File: src/rtl/ata_tf_pkg.sv
package ata_tf_pkg;

    localparam int BYTE_W = 8;
    localparam int WORD_W = 16;

    localparam logic [BYTE_W-1:0] SECCNT_RST = 8'h01;
    localparam logic [BYTE_W-1:0] SECNUM_RST = 8'h01;
    localparam int SRST_BIT = 2;

    // Register targets reached by one enable/address combination.
    typedef enum logic [3:0] {
        T_NONE,
        T_DWORD,
        T_DEVEN,
        T_DODD,
        T_ERRFEAT,
        T_SECCNT,
        T_SECNUM,
        T_CYLLO,
        T_CYLHI,
        T_HEAD,
        T_STATCMD,
        T_ALTCTL,
        T_DRVADR
    } tgt_e;

    typedef struct packed {
        tgt_e tgt;
        logic hi;      // byte travels on D15-D8
    } sel_t;

    typedef struct packed {
        logic [BYTE_W-1:0] features;
        logic [BYTE_W-1:0] seccnt;
        logic [BYTE_W-1:0] secnum;
        logic [BYTE_W-1:0] cyllo;
        logic [BYTE_W-1:0] cylhi;
        logic [BYTE_W-1:0] head;
        logic [BYTE_W-1:0] devctl;
    } tf_regs_t;

    function automatic sel_t decode_sel(input logic c2n, input logic c1n,
                                        input logic [2:0] a);
        sel_t s;
        s.tgt = T_NONE;
        s.hi  = 1'b0;
        case ({c2n, c1n})
            2'b00: begin
                if (a[2:1] == 2'b00) s.tgt = T_DWORD;
            end
            2'b10: begin
                case (a)
                    3'd0:    s.tgt = T_DEVEN;
                    3'd1:    s.tgt = T_ERRFEAT;
                    3'd2:    s.tgt = T_SECCNT;
                    3'd3:    s.tgt = T_SECNUM;
                    3'd4:    s.tgt = T_CYLLO;
                    3'd5:    s.tgt = T_CYLHI;
                    3'd6:    s.tgt = T_HEAD;
                    default: s.tgt = T_STATCMD;
                endcase
            end
            2'b01: begin
                case (a)
                    3'd0: begin
                        s.tgt = T_DODD;
                        s.hi  = 1'b1;
                    end
                    3'd1: begin
                        s.tgt = T_ERRFEAT;
                        s.hi  = 1'b1;
                    end
                    3'd6:    s.tgt = T_ALTCTL;
                    3'd7:    s.tgt = T_DRVADR;
                    default: s.tgt = T_NONE;
                endcase
            end
            default: s.tgt = T_NONE;
        endcase
        return s;
    endfunction

    function automatic logic [BYTE_W-1:0] pick_lane(input logic [WORD_W-1:0] w,
                                                    input logic hi);
        return hi ? w[WORD_W-1:BYTE_W] : w[BYTE_W-1:0];
    endfunction

    function automatic logic [WORD_W-1:0] put_lane(input logic [BYTE_W-1:0] b,
                                                   input logic hi);
        return hi ? {b, {BYTE_W{1'b0}}} : {{BYTE_W{1'b0}}, b};
    endfunction

    function automatic logic is_data(input tgt_e t);
        return (t == T_DWORD) || (t == T_DODD);
    endfunction

endpackage

File: src/rtl/ata_tf_secbuf.sv
module ata_tf_secbuf #(
    parameter int DEPTH = 8,
    parameter int WIDTH = 16
) (
    input  logic             clk,
    input  logic             rst,
    input  logic             push,
    input  logic             pop,
    input  logic [WIDTH-1:0] din,
    output logic [WIDTH-1:0] head,
    output logic             empty,
    output logic             full
);
    localparam int AW = (DEPTH > 1) ? $clog2(DEPTH) : 1;
    localparam int CW = $clog2(DEPTH + 1);
    localparam logic [AW-1:0] LAST = AW'(DEPTH - 1);

    logic [WIDTH-1:0] mem [DEPTH];
    logic [AW-1:0]    wr_ptr, rd_ptr;
    logic [CW-1:0]    count;
    logic             push_ok, pop_ok;

    assign empty   = (count == '0);
    assign full    = (count == CW'(DEPTH));
    assign push_ok = push && !full;
    assign pop_ok  = pop && !empty;
    assign head    = empty ? '0 : mem[rd_ptr];

    always_ff @(posedge clk) begin
        if (push_ok) mem[wr_ptr] <= din;
    end

    always_ff @(posedge clk) begin
        if (rst) begin
            wr_ptr <= '0;
            rd_ptr <= '0;
            count  <= '0;
        end else begin
            if (push_ok) wr_ptr <= (wr_ptr == LAST) ? '0 : wr_ptr + 1'b1;
            if (pop_ok)  rd_ptr <= (rd_ptr == LAST) ? '0 : rd_ptr + 1'b1;
            count <= count + CW'(push_ok) - CW'(pop_ok);
        end
    end
endmodule

File: src/rtl/ata_tf_regs.sv
module ata_tf_regs
    import ata_tf_pkg::*;
(
    input  logic              clk,
    input  logic              rst,
    input  logic              wr_go,
    input  logic              rd_go,
    input  sel_t              sel,
    input  logic [BYTE_W-1:0] wbyte,
    input  logic              irq_set,
    output tf_regs_t          regs,
    output logic              cmd_stb,
    output logic [BYTE_W-1:0] cmd_byte,
    output logic              ctl_stb,
    output logic              intack,
    output logic              irq_pending
);
    logic stat_rd;
    assign stat_rd = rd_go && (sel.tgt == T_STATCMD);

    always_ff @(posedge clk) begin
        if (rst) begin
            regs <= '{features: '0, seccnt: SECCNT_RST, secnum: SECNUM_RST,
                      cyllo: '0, cylhi: '0, head: '0, devctl: '0};
            cmd_stb     <= 1'b0;
            cmd_byte    <= '0;
            ctl_stb     <= 1'b0;
            intack      <= 1'b0;
            irq_pending <= 1'b0;
        end else begin
            cmd_stb <= 1'b0;
            ctl_stb <= 1'b0;
            intack  <= stat_rd;
            if (wr_go) begin
                case (sel.tgt)
                    T_ERRFEAT: regs.features <= wbyte;
                    T_SECCNT:  regs.seccnt   <= wbyte;
                    T_SECNUM:  regs.secnum   <= wbyte;
                    T_CYLLO:   regs.cyllo    <= wbyte;
                    T_CYLHI:   regs.cylhi    <= wbyte;
                    T_HEAD:    regs.head     <= wbyte;
                    T_STATCMD: begin
                        cmd_stb  <= 1'b1;
                        cmd_byte <= wbyte;
                    end
                    T_ALTCTL: begin
                        regs.devctl <= wbyte;
                        ctl_stb     <= 1'b1;
                    end
                    default: ;
                endcase
            end
            if (irq_set)      irq_pending <= 1'b1;
            else if (stat_rd) irq_pending <= 1'b0;
        end
    end
endmodule

File: src/rtl/ata_tf_rdmux.sv
module ata_tf_rdmux
    import ata_tf_pkg::*;
(
    input  sel_t              sel,
    input  logic [WORD_W-1:0] buf_head,
    input  logic [BYTE_W-1:0] seccnt,
    input  logic [BYTE_W-1:0] secnum,
    input  logic [BYTE_W-1:0] cyllo,
    input  logic [BYTE_W-1:0] cylhi,
    input  logic [BYTE_W-1:0] head,
    input  logic [BYTE_W-1:0] status_in,
    input  logic [BYTE_W-1:0] error_in,
    input  logic [BYTE_W-1:0] drive_addr_in,
    output logic [WORD_W-1:0] word
);
    always_comb begin
        case (sel.tgt)
            T_DWORD:   word = buf_head;
            T_DEVEN:   word = put_lane(buf_head[BYTE_W-1:0], 1'b0);
            T_DODD:    word = put_lane(buf_head[WORD_W-1:BYTE_W], 1'b1);
            T_ERRFEAT: word = put_lane(error_in, sel.hi);
            T_SECCNT:  word = put_lane(seccnt, sel.hi);
            T_SECNUM:  word = put_lane(secnum, sel.hi);
            T_CYLLO:   word = put_lane(cyllo, sel.hi);
            T_CYLHI:   word = put_lane(cylhi, sel.hi);
            T_HEAD:    word = put_lane(head, sel.hi);
            T_STATCMD: word = put_lane(status_in, sel.hi);
            T_ALTCTL:  word = {drive_addr_in, status_in};
            T_DRVADR:  word = put_lane(drive_addr_in, 1'b0);
            default:   word = '0;
        endcase
    end
endmodule

File: src/rtl/ata_taskfile_if.sv
module ata_taskfile_if
    import ata_tf_pkg::*;
#(
    parameter int BUF_DEPTH = 8
) (
    input  logic        clk,
    input  logic        rst,
    input  logic        ce1_n,
    input  logic        ce2_n,
    input  logic [2:0]  addr,
    input  logic        rd_n,
    input  logic        wr_n,
    input  logic [15:0] wdata,
    output logic [15:0] rdata,
    output logic        rdata_oe,
    input  logic [7:0]  status_in,
    input  logic [7:0]  error_in,
    input  logic [7:0]  drive_addr_in,
    input  logic        irq_set,
    output logic        irq_pending,
    output logic        intack,
    output logic        cmd_stb,
    output logic [7:0]  cmd_byte,
    output logic        ctl_stb,
    output logic [7:0]  ctl_byte,
    output logic        soft_reset,
    output logic [7:0]  features_o
);
    sel_t              sel_now;
    logic              sel_ok;
    logic              rd_q, wr_q;
    logic              rd_fall, wr_fall, rd_go, wr_go;
    logic [BYTE_W-1:0] wbyte;
    logic [BYTE_W-1:0] even_hold;
    logic              buf_push, buf_pop;
    logic [WORD_W-1:0] push_word, buf_head, rd_word, rd_hold;
    logic              buf_empty, buf_full;
    logic              rd_live;
    tf_regs_t          regs;

    assign sel_now = decode_sel(ce2_n, ce1_n, addr);
    assign sel_ok  = (sel_now.tgt != T_NONE);
    assign wbyte   = pick_lane(wdata, sel_now.hi);

    // Strobe edge detection: an access acts once, on its first low cycle.
    always_ff @(posedge clk) begin
        if (rst) begin
            rd_q <= 1'b1;
            wr_q <= 1'b1;
        end else begin
            rd_q <= rd_n;
            wr_q <= wr_n;
        end
    end

    assign rd_fall = !rd_n && rd_q;
    assign wr_fall = !wr_n && wr_q;
    assign rd_go   = rd_fall && sel_ok;
    assign wr_go   = wr_fall && sel_ok;

    // Data port: byte pairs commit on the odd byte.
    always_ff @(posedge clk) begin
        if (rst)                                   even_hold <= '0;
        else if (wr_go && sel_now.tgt == T_DEVEN)  even_hold <= wbyte;
    end

    assign buf_push  = wr_go && is_data(sel_now.tgt);
    assign buf_pop   = rd_go && is_data(sel_now.tgt);
    assign push_word = (sel_now.tgt == T_DWORD) ? wdata : {wbyte, even_hold};

    ata_tf_secbuf #(
        .DEPTH (BUF_DEPTH),
        .WIDTH (WORD_W)
    ) secbuf_i (
        .clk   (clk),
        .rst   (rst),
        .push  (buf_push),
        .pop   (buf_pop),
        .din   (push_word),
        .head  (buf_head),
        .empty (buf_empty),
        .full  (buf_full)
    );

    ata_tf_regs regs_i (
        .clk         (clk),
        .rst         (rst),
        .wr_go       (wr_go),
        .rd_go       (rd_go),
        .sel         (sel_now),
        .wbyte       (wbyte),
        .irq_set     (irq_set),
        .regs        (regs),
        .cmd_stb     (cmd_stb),
        .cmd_byte    (cmd_byte),
        .ctl_stb     (ctl_stb),
        .intack      (intack),
        .irq_pending (irq_pending)
    );

    ata_tf_rdmux rdmux_i (
        .sel           (sel_now),
        .buf_head      (buf_head),
        .seccnt        (regs.seccnt),
        .secnum        (regs.secnum),
        .cyllo         (regs.cyllo),
        .cylhi         (regs.cylhi),
        .head          (regs.head),
        .status_in     (status_in),
        .error_in      (error_in),
        .drive_addr_in (drive_addr_in),
        .word          (rd_word)
    );

    // Read data is captured once per strobe so side effects cannot disturb it.
    always_ff @(posedge clk) begin
        if (rst) begin
            rd_live <= 1'b0;
            rd_hold <= '0;
        end else if (rd_fall) begin
            rd_live <= sel_ok;
            rd_hold <= sel_ok ? rd_word : '0;
        end else if (rd_n) begin
            rd_live <= 1'b0;
        end
    end

    assign rdata_oe   = rd_live && !rd_n;
    assign rdata      = rdata_oe ? rd_hold : '0;
    assign ctl_byte   = regs.devctl;
    assign soft_reset = regs.devctl[SRST_BIT];
    assign features_o = regs.features;

    logic unused_ok;
    assign unused_ok = buf_empty ^ buf_full;
endmodule

File: config.mk
export PLATFORM = sky130hd
export DESIGN_NAME = ata_taskfile_if
export DESIGN_NICKNAME = d
export VERILOG_FILES = /design/src/rtl/ata_tf_pkg.sv /design/src/rtl/ata_tf_secbuf.sv /design/src/rtl/ata_tf_regs.sv /design/src/rtl/ata_tf_rdmux.sv /design/src/rtl/ata_taskfile_if.sv
export SDC_FILE = /design/constraint.sdc
export NUM_CORES = 1
export LEC_CHECK = 0
export BUFFER_PORTS_ARGS = -buffer_cell sky130_fd_sc_hd__buf_2
export CAP_MARGIN = 20
export CORE_MARGIN = 2
export CORE_UTILIZATION = 45
export CTS_CLUSTER_DIAMETER = 50
export DETAILED_ROUTE_END_ITERATION = 6
export HOLD_SLACK_MARGIN = 0.08
export PLACE_DENSITY_LB_ADDON = 0.12
export SLEW_MARGIN = 20
export SYNTH_ARGS = -nofsm -noshare
export SYNTH_HDL_FRONTEND = slang
export SYNTH_SLANG_ARGS = --single-unit
File: constraint.sdc
create_clock -name clk -period 6.1 [get_ports clk]
set_input_delay 0.61 -clock clk [delete_from_list [all_inputs] [get_ports clk]]
set_output_delay 0.61 -clock clk [all_outputs]
set_load 0.005 [all_outputs]
==> metrics.md, run 1 <==
| Metric | Value |
|---|---|
| Status | `finished clean` |
| Peak supply drop | `between 0.0002 and 0.00025 V` |
| Lkg Pwr | `0.00404 uW` |
| Crit path launch | `rd_q` |
| Crit path capture type | `flip-flop` |
| Initial Util | `45.7%` |
| Syn nets | `854` |
| Hold buffer count at CTS | `0` |
| Slew margin rel. | `30.4%` |
| Placeable Area | `21800 sq um` |
| Fin crit share | `48.8%` |
| Overall routing resource usage | `22.0%` |
| Pwr dens | `296 nW/um^2` |
| I/O pin cnt | `96` |
| Kind of critical path | `flip-flop to flip-flop` |
| Net Sw Power | `765 uW` |
| Met2 Use GR | `34.0%` |
| Slowest stage delay, CP | `between 0.6 and 0.7 ns` |
| Fillers | `1836` |
| Clk_lat worst skew | `0.53 ns` |
| Row count | `54` |
| Buffers on Ports | `95` |
| Worst slack, placed | `roughly 2.7 ns` |
| Initial antenna violation count | `1` |
| Clock Power Share | `a little under half` |
| Critical path endpoint | `secbuf_i.count[2]` |
| Worst reg2reg endpoint | `secbuf_i.count[2]` |
| Via density per instance | `5.75` |
| WL/cell | `21.9 microns` |
| Final min period | `2.97 ns` |
| Post-synthesis cell type count | `62` |
| GPL Wtd Cong | `approximately 1` |
| Fin. Hold Viols | `0` |
| Layout cell share with drive strength beyond 1 | `25.7%` |
| Die area | `~23000 sq um` |
| Finished Core Util | `a little over half` |
| Largest area contributor in the netlist | `edfxtp_1` |
| Logic pwr share | `under 10%` |
| Max Clock Freq | `~0.34 GHz` |
| Worst min path class | `input pin to flip-flop` |
| Crit-path max FO | `12` |
| Detailed Route Iter0 Violations | `605` |
| DRT antenna net count | `0` |
| Worst R2R Path Depth | `9` |
| Post-CTS resize count | `0` |
| Area share of the largest cell type after synthesis | `38.5%` |
| Pint | `2680 uW` |
| Worst-Margin Slew | `1.04 ns` |
| Ys flop type | `edfxtp_1` |
| First-pass GRT wire length | `39.8 mm` |
| CP Data Arrival Time | `3.34 ns` |
| Remaining global-route overflow | `0` |
| FF+latch count, synth | `236` |
| Root Driver | `clkbuf_16` |
| Largest cells by area after synthesis | `edfxtp_1 (39%), dfxtp_1 (22%), mux4_2 (6.8%), a211oi_1 (4.7%), nor2_1 (4.4%)` |
| Hpwl dp | `about 18 mm` |
| CTS tree | `built` |
| Critical path depth in cells | `9` |
| CTS clk-pin slew, worst paths | `0.06 ns` |
| Slowest stage cell, crit path | `and4_1` |
| Die H | `roughly 150 microns` |
| Met3 Usage GRT | `3.66%` |
| Worst R2R Setup Slack | `3.13 ns` |
| Synth warn | `0` |
| Diode count | `0` |
| Switching part of the total | `between 20 and 25%` |
| Worst Hold Slack | `0.295 ns` |
| Max Cap Viol | `0` |
| Reg power frac | `49.1%` |
| Non-filler instance count after layout | `1186` |
| Max Buffers Root-to-Sink | `3` |
| Largest net degree at the start of global routing | `98` |
| Post-synth ARST share | `0%` |
| Area grow syn2layout | `16.7%` |
| CTS H-tree depth | `1` |
| Num CTS Buffers | `29` |
| Startpoint types | `flip-flop` |
| DRC violations left | `0` |
| Most common cell after layout, fill and taps aside | `edfxtp_1` |
| PnR worst setup slack | `3.13 ns` |
| Crit path cell chain | `nor2b_1 -> and4_1 -> ha_1 -> inv_1 -> ha_1 -> inv_1 -> fa_1 -> xor2_1 -> nor2_1` |
| Bufs and invs on worst path | `2` |
| Via Count | `6818` |
| Number of synthesized flops with an enable pin | `128` |
| Avg Inst Size Synth | `12.6 sq um` |
| CTS sink cnt | `236` |
| Vias in the first global route | `6661` |
| Cell family with most CP delay | `simple AND/OR/NAND/NOR gates` |
| Buffer count from post-CTS setup fixing | `0` |
| Commonest cells after routing, fill and taps aside | `edfxtp_1 (128), nor2_1 (115), dfxtp_1 (107)` |
| Mapped Area | `9980 sq um` |
| Nets | `approximately 950` |
| GR met1 Demand/Resource | `32.4%` |
| Endpoints failing setup | `0` |
| Die W | `153 microns` |
| Grt peak-use layer | `met2` |
| Post-synthesis sequential area ratio | `between 60 and 70%` |
| Setup TNS | `0 ns` |
| Detailed Routing Iterations Pass 1 | `6` |
| Layout Skew | `0.0132 ns` |
| Worst Path Required | `6.47 ns` |
| Pins Over Slew Limit | `0` |
| DRT Wirelength | `26.0 mm` |
| Unrepaired setup endpoints after global routing | `false` |
| Crit Reg-Reg Startpoint | `rd_q` |
| Placed insts | `1133` |
| Cell count after synthesis | `between 700 and 800` |
==> power by group through the flow <==
stage	logic [uW]	clock network [uW]	registers, uW
floorplan	90.5	0	1720
global placement	153	0	1720
detailed placement	157	0	1720
CTS	157	1630	1690
global route	172	1690	1690
finish	159	1600	1690
==> final cells by class <==
class / instances / area, sq um / share of cell area [%]
clock buffer: 39 / 783 / 6.73
timing repair buffer: 114 / 618 / 5.31
inverter: 12 / 45.0 / 0.387
multi-input combinational: 491 / 3710 / 31.9
clock inverter: 14 / 119 / 1.02
sequential: 236 / 6010 / 51.6
tap: 280 / 350 / 3.01
==> state kept, by name (all words and copies together), names as in the netlist, named ones only <==
register            cells
regs_i.irq_pending      1
regs_i.cmd_byte         8
secbuf_i.mem          128
rd_live                 1
secbuf_i.count          4
wr_q                    1
regs_i.intack           1
regs_i.ctl_stb          1
regs_i.regs            56
secbuf_i.wr_ptr         3
regs_i.cmd_stb          1
secbuf_i.rd_ptr         3
rd_hold                16
even_hold               8
rd_q                    1
==> worst min path at each step <==
stage,from,end,slack (ns),cells past startpoint
after floorplan,rd_q,rd_live,0.45,1
after global placement,regs_i.regs[52],regs_i.regs[52],0.46,2
after detailed placement,regs_i.regs[54],regs_i.regs[54],0.47,2
after CTS,wr_n,wr_q,0.27,2
after global routing,wr_n,wr_q,0.31,2
final,wr_n,wr_q,0.29,2
==> through the flow <==
| step | total power [uW] | cell area [sq um] |
|---|---|---|
| 2_1_floorplan | 1810 | 9980 |
| 4_1_cts | 3480 | 11600 |
| 3_3_place_gp | 1880 | 10700 |
| 3_5_place_dp | 1880 | 10700 |
| 5_1_grt | 3550 | 11600 |
| 6_report | 3450 | 11600 |
==> cells by family after synthesis <==
group / count (synthesis) / synth area share, %
mux: 64 / 10.4
xor+xnor: 3 / 0.263
buf+inv: 66 / 3.12
simple gates: 251 / 12.6
compound gates: 162 / 12.0
flops: 236 / 60.2
fa+ha+maj: 11 / 1.45
==> layer usage <==
metal	part of all wire, %	vias to the layer above
met3	6.8	46
met5	0.050	-
met4	2.4	2
li1	-	3188
met1	46	3314
met2	45	268
==> cells in the mapped netlist (8+ instances only) <==
library cell	n
a222oi_1	9
a21oi_1	27
ha_1	10
inv_1	12
a22o_1	13
nor2_1	116
nor2b_1	8
mux2i_1	17
clkbuf_1	28
nand2_1	52
edfxtp_1	128
mux4_2	30
o21ai_0	10
buf_2	14
dfxtp_1	108
and2_1	20
a211oi_1	62
mux2_2	17
==> worst register-to-register path, delay by kind of cell (launching register included) <==
kind | cells | cell delay, ns
flip-flops | 1 | 0.35
AND/OR/NAND/NOR | 3 | 1.29
buffers and inverters | 2 | 0.12
XOR/XNOR | 1 | 0.17
adder cells (fa/ha/maj) | 3 | 0.88
Note: power is estimated with default switching activity, not from simulation.
==> run 2, diff against run 1 <==
- clock period: 6.1 -> 3.1 ns (I/O delays scaled with it)
==> run 2 against run 1 <==
Against the previous run:
- clock power is 120% higher
- combinational power is 110% higher
- non-clock buffer count grew 26
- flip-flop and latch count stayed put
- first-iteration DRC count shrank 4.3%
- total power is 110% higher
- cell area is 2.8% higher
- register-to-register slack lost 2.3 ns
- clock skew rose by 0.0025 ns
- cell count rose by 1.9%
- worst hold slack worse by 0.16 ns
- critical endpoint unchanged
- highest routed layer is now met4
==> metrics.md, run 2 (same netlist as run 1, synthesis figures left out) <==
| Metric | Value |
|---|---|
| Status | `finished clean` |
| Root Driver | `clkbuf_16` |
| Placeable Area | `21800 sq um` |
| DRC violations left | `0` |
| Max Clock Freq | `0.429 GHz` |
| Startpoint types | `input pin` |
| Row count | `54` |
| DRT Wirelength | `26.7 mm` |
| Kind of critical path | `input pin to flip-flop` |
| WL/cell | `22.1 microns` |
| Final min period | `2.33 ns` |
| Max Buffers Root-to-Sink | `3` |
| Fin. Hold Viols | `0` |
| Area grow syn2layout | `20.0%` |
| Worst Path Required | `3.49 ns` |
| PnR worst setup slack | `0.767 ns` |
| Crit path cell chain | `dlygate4sd3_1 -> buf_2 -> nor2b_1 -> buf_4 -> and4_1 -> ha_1 -> inv_1 -> ha_1 -> inv_1 -> fa_1 -> xor2_1 -> nor2_1` |
| Largest register by flop count | `secbuf_i.mem` |
| DRT antenna net count | `0` |
| Die area | `23400 sq um` |
| Num CTS Buffers | `27` |
| Max Cap Viol | `0` |
| Detailed Routing Iterations Pass 1 | `6` |
| Buffer count from post-CTS setup fixing | `0` |
| Crit Reg-Reg Startpoint | `secbuf_i.count[1]` |
| Via density per instance | `5.72` |
| Critical path depth in cells | `12` |
| Worst R2R Setup Slack | `0.81 ns` |
| Initial antenna violation count | `0` |
| Fin crit share | `between 70% and 80%` |
| Pins Over Slew Limit | `0` |
| Pwr dens | `596 nW/um^2` |
| Critical path endpoint | `secbuf_i.count[2]` |
| Via Count | `around 7k` |
| Most common cell after layout, fill and taps aside | `edfxtp_1` |
| Worst R2R Path Depth | `10` |
| GPL Wtd Cong | `0.935` |
| I/O pin cnt | `96` |
| Layout Skew | `0.0157 ns` |
| Vias in the first global route | `roughly 6.9k` |
| Hold buffer count at CTS | `3` |
| Crit path launch | `rd_n` |
| First-pass GRT wire length | `a little over 40 mm` |
| Nets | `969` |
| Slowest stage cell, crit path | `dlygate4sd3_1` |
| Die W | `153 microns` |
| Post-CTS resize count | `0` |
| Max reg flops | `128` |
| Setup TNS | `0 ns` |
| Endpoints failing setup | `0` |
| Initial Util | `45.7%` |
| CP Data Arrival Time | `2.73 ns` |
| CTS clk-pin slew, worst paths | `roughly 0.06 ns` |
| Worst-Margin Slew | `roughly 0.98 ns` |
| Largest net degree at the start of global routing | `49` |
| Diode count | `0` |
| Crit-path max FO | `12` |
| Worst reg2reg endpoint | `secbuf_i.count[2]` |
| Bufs and invs on worst path | `5` |
| Slew margin rel. | `between 30% and 40%` |
| Worst slack, placed | `0.520 ns` |
| Layout cell share with drive strength beyond 1 | `27.9%` |
| Remaining global-route overflow | `0` |
| Die H | `153 microns` |
| Largest regs | `secbuf_i.mem x128, regs_i.regs x56, rd_hold x16` |
| Slowest stage delay, CP | `0.53 ns` |
| Crit path capture type | `flip-flop` |
| Overall routing resource usage | `22.9%` |
| Clk_lat worst skew | `0.53 ns` |
| Cell family with most CP delay | `buffers and inverters` |
| Buffers on Ports | `95` |
| Commonest cells after routing, fill and taps aside | `edfxtp_1 (128), nor2_1 (116), dfxtp_1 (107)` |
| CTS sink cnt | `236` |
| Hpwl dp | `18.4 mm` |
| Worst min path class | `input pin to flip-flop` |
| CTS H-tree depth | `1` |
| Detailed Route Iter0 Violations | `579` |
| Peak supply drop | `0.000332 V` |
| Unrepaired setup endpoints after global routing | `false` |
| Lkg Pwr | `0.00420 uW` |
| CTS tree | `built` |
==> run 2: cell count changes in the layout (fill, tap and decap cells not counted), sizes merged <==
cell	delta
buf	+23
inv	+1
bufinv	+6
clkbuf	-11
clkinv	-3
clkinvlp	+4
dlygate4sd3	+3
==> run 2: power breakdown <==
part	leakage [uW]	switching [uW]	internal [uW]
Clock	0.000477	1290	2190
Sequential	0.00200	12.4	3310
Combinational	0.00173	221	108
==> run 2: layout make-up <==
| cell class | instances | area (sq um) |
|---|---|---|
| clock buffers | 28 | 679 |
| well taps | 280 | 350 |
| multi-input cells | 491 | 3730 |
| flip-flops and latches | 236 | 6010 |
| clock inverters | 22 | 309 |
| repair buffers | 140 | 846 |
| inverters | 12 | 45.0 |
| fillers | 1862 | 9860 |
==> run 2: worst min path at each step <==
stage | from | end | slack (ns) | depth (start not counted)
2_1_floorplan | wr_n | wr_q | 0.42 | 1
3_3_place_gp | regs_i.irq_pending | regs_i.irq_pending | 0.46 | 2
3_5_place_dp | regs_i.regs[55] | regs_i.regs[55] | 0.48 | 2
4_1_cts | status_in[7] | rd_hold[7] | 0.11 | 3
5_1_grt | status_in[7] | rd_hold[7] | 0.13 | 3
6_report | drive_addr_in[1] | rd_hold[1] | 0.14 | 3
==> run 2: per-stage QoR <==
stage / area [sq um] / utilization, % / std cells / hold slack [ns] / power (uW)
floorplan: 9990 / - / 793 / 0.417 / 3570
global placement: 10900 / 50.2 / 1156 / 0.461 / 3710
detailed placement: 10900 / 50.2 / 1156 / 0.479 / 3710
CTS: 12000 / 54.8 / 1209 / 0.112 / 7180
global route: 12000 / 54.8 / 1209 / 0.133 / 7350
finish: 12000 / 54.8 / 1209 / 0.136 / 7140
==> run 2: routing by layer <==
layer | up-vias | wire length [microns] | track usage (%)
met5 | - | 0 | 0
met4 | 0 | 464 | 5.29
met3 | 36 | 1670 | 3.86
met2 | 248 | 12400 | 36.7
met1 | 3390 | 12200 | 33.2
li1 | 3245 | - | -
==> run 2: worst reg2reg max path: stages (launching register included) <==
cell and delay, ns:
dfxtp_1 0.36, nor2_1 0.20, nand2_1 0.14, and4_1 0.26
ha_1 0.30, inv_1 0.06, ha_1 0.17, inv_1 0.07
fa_1 0.40, xor2_1 0.15, nor2_1 0.05
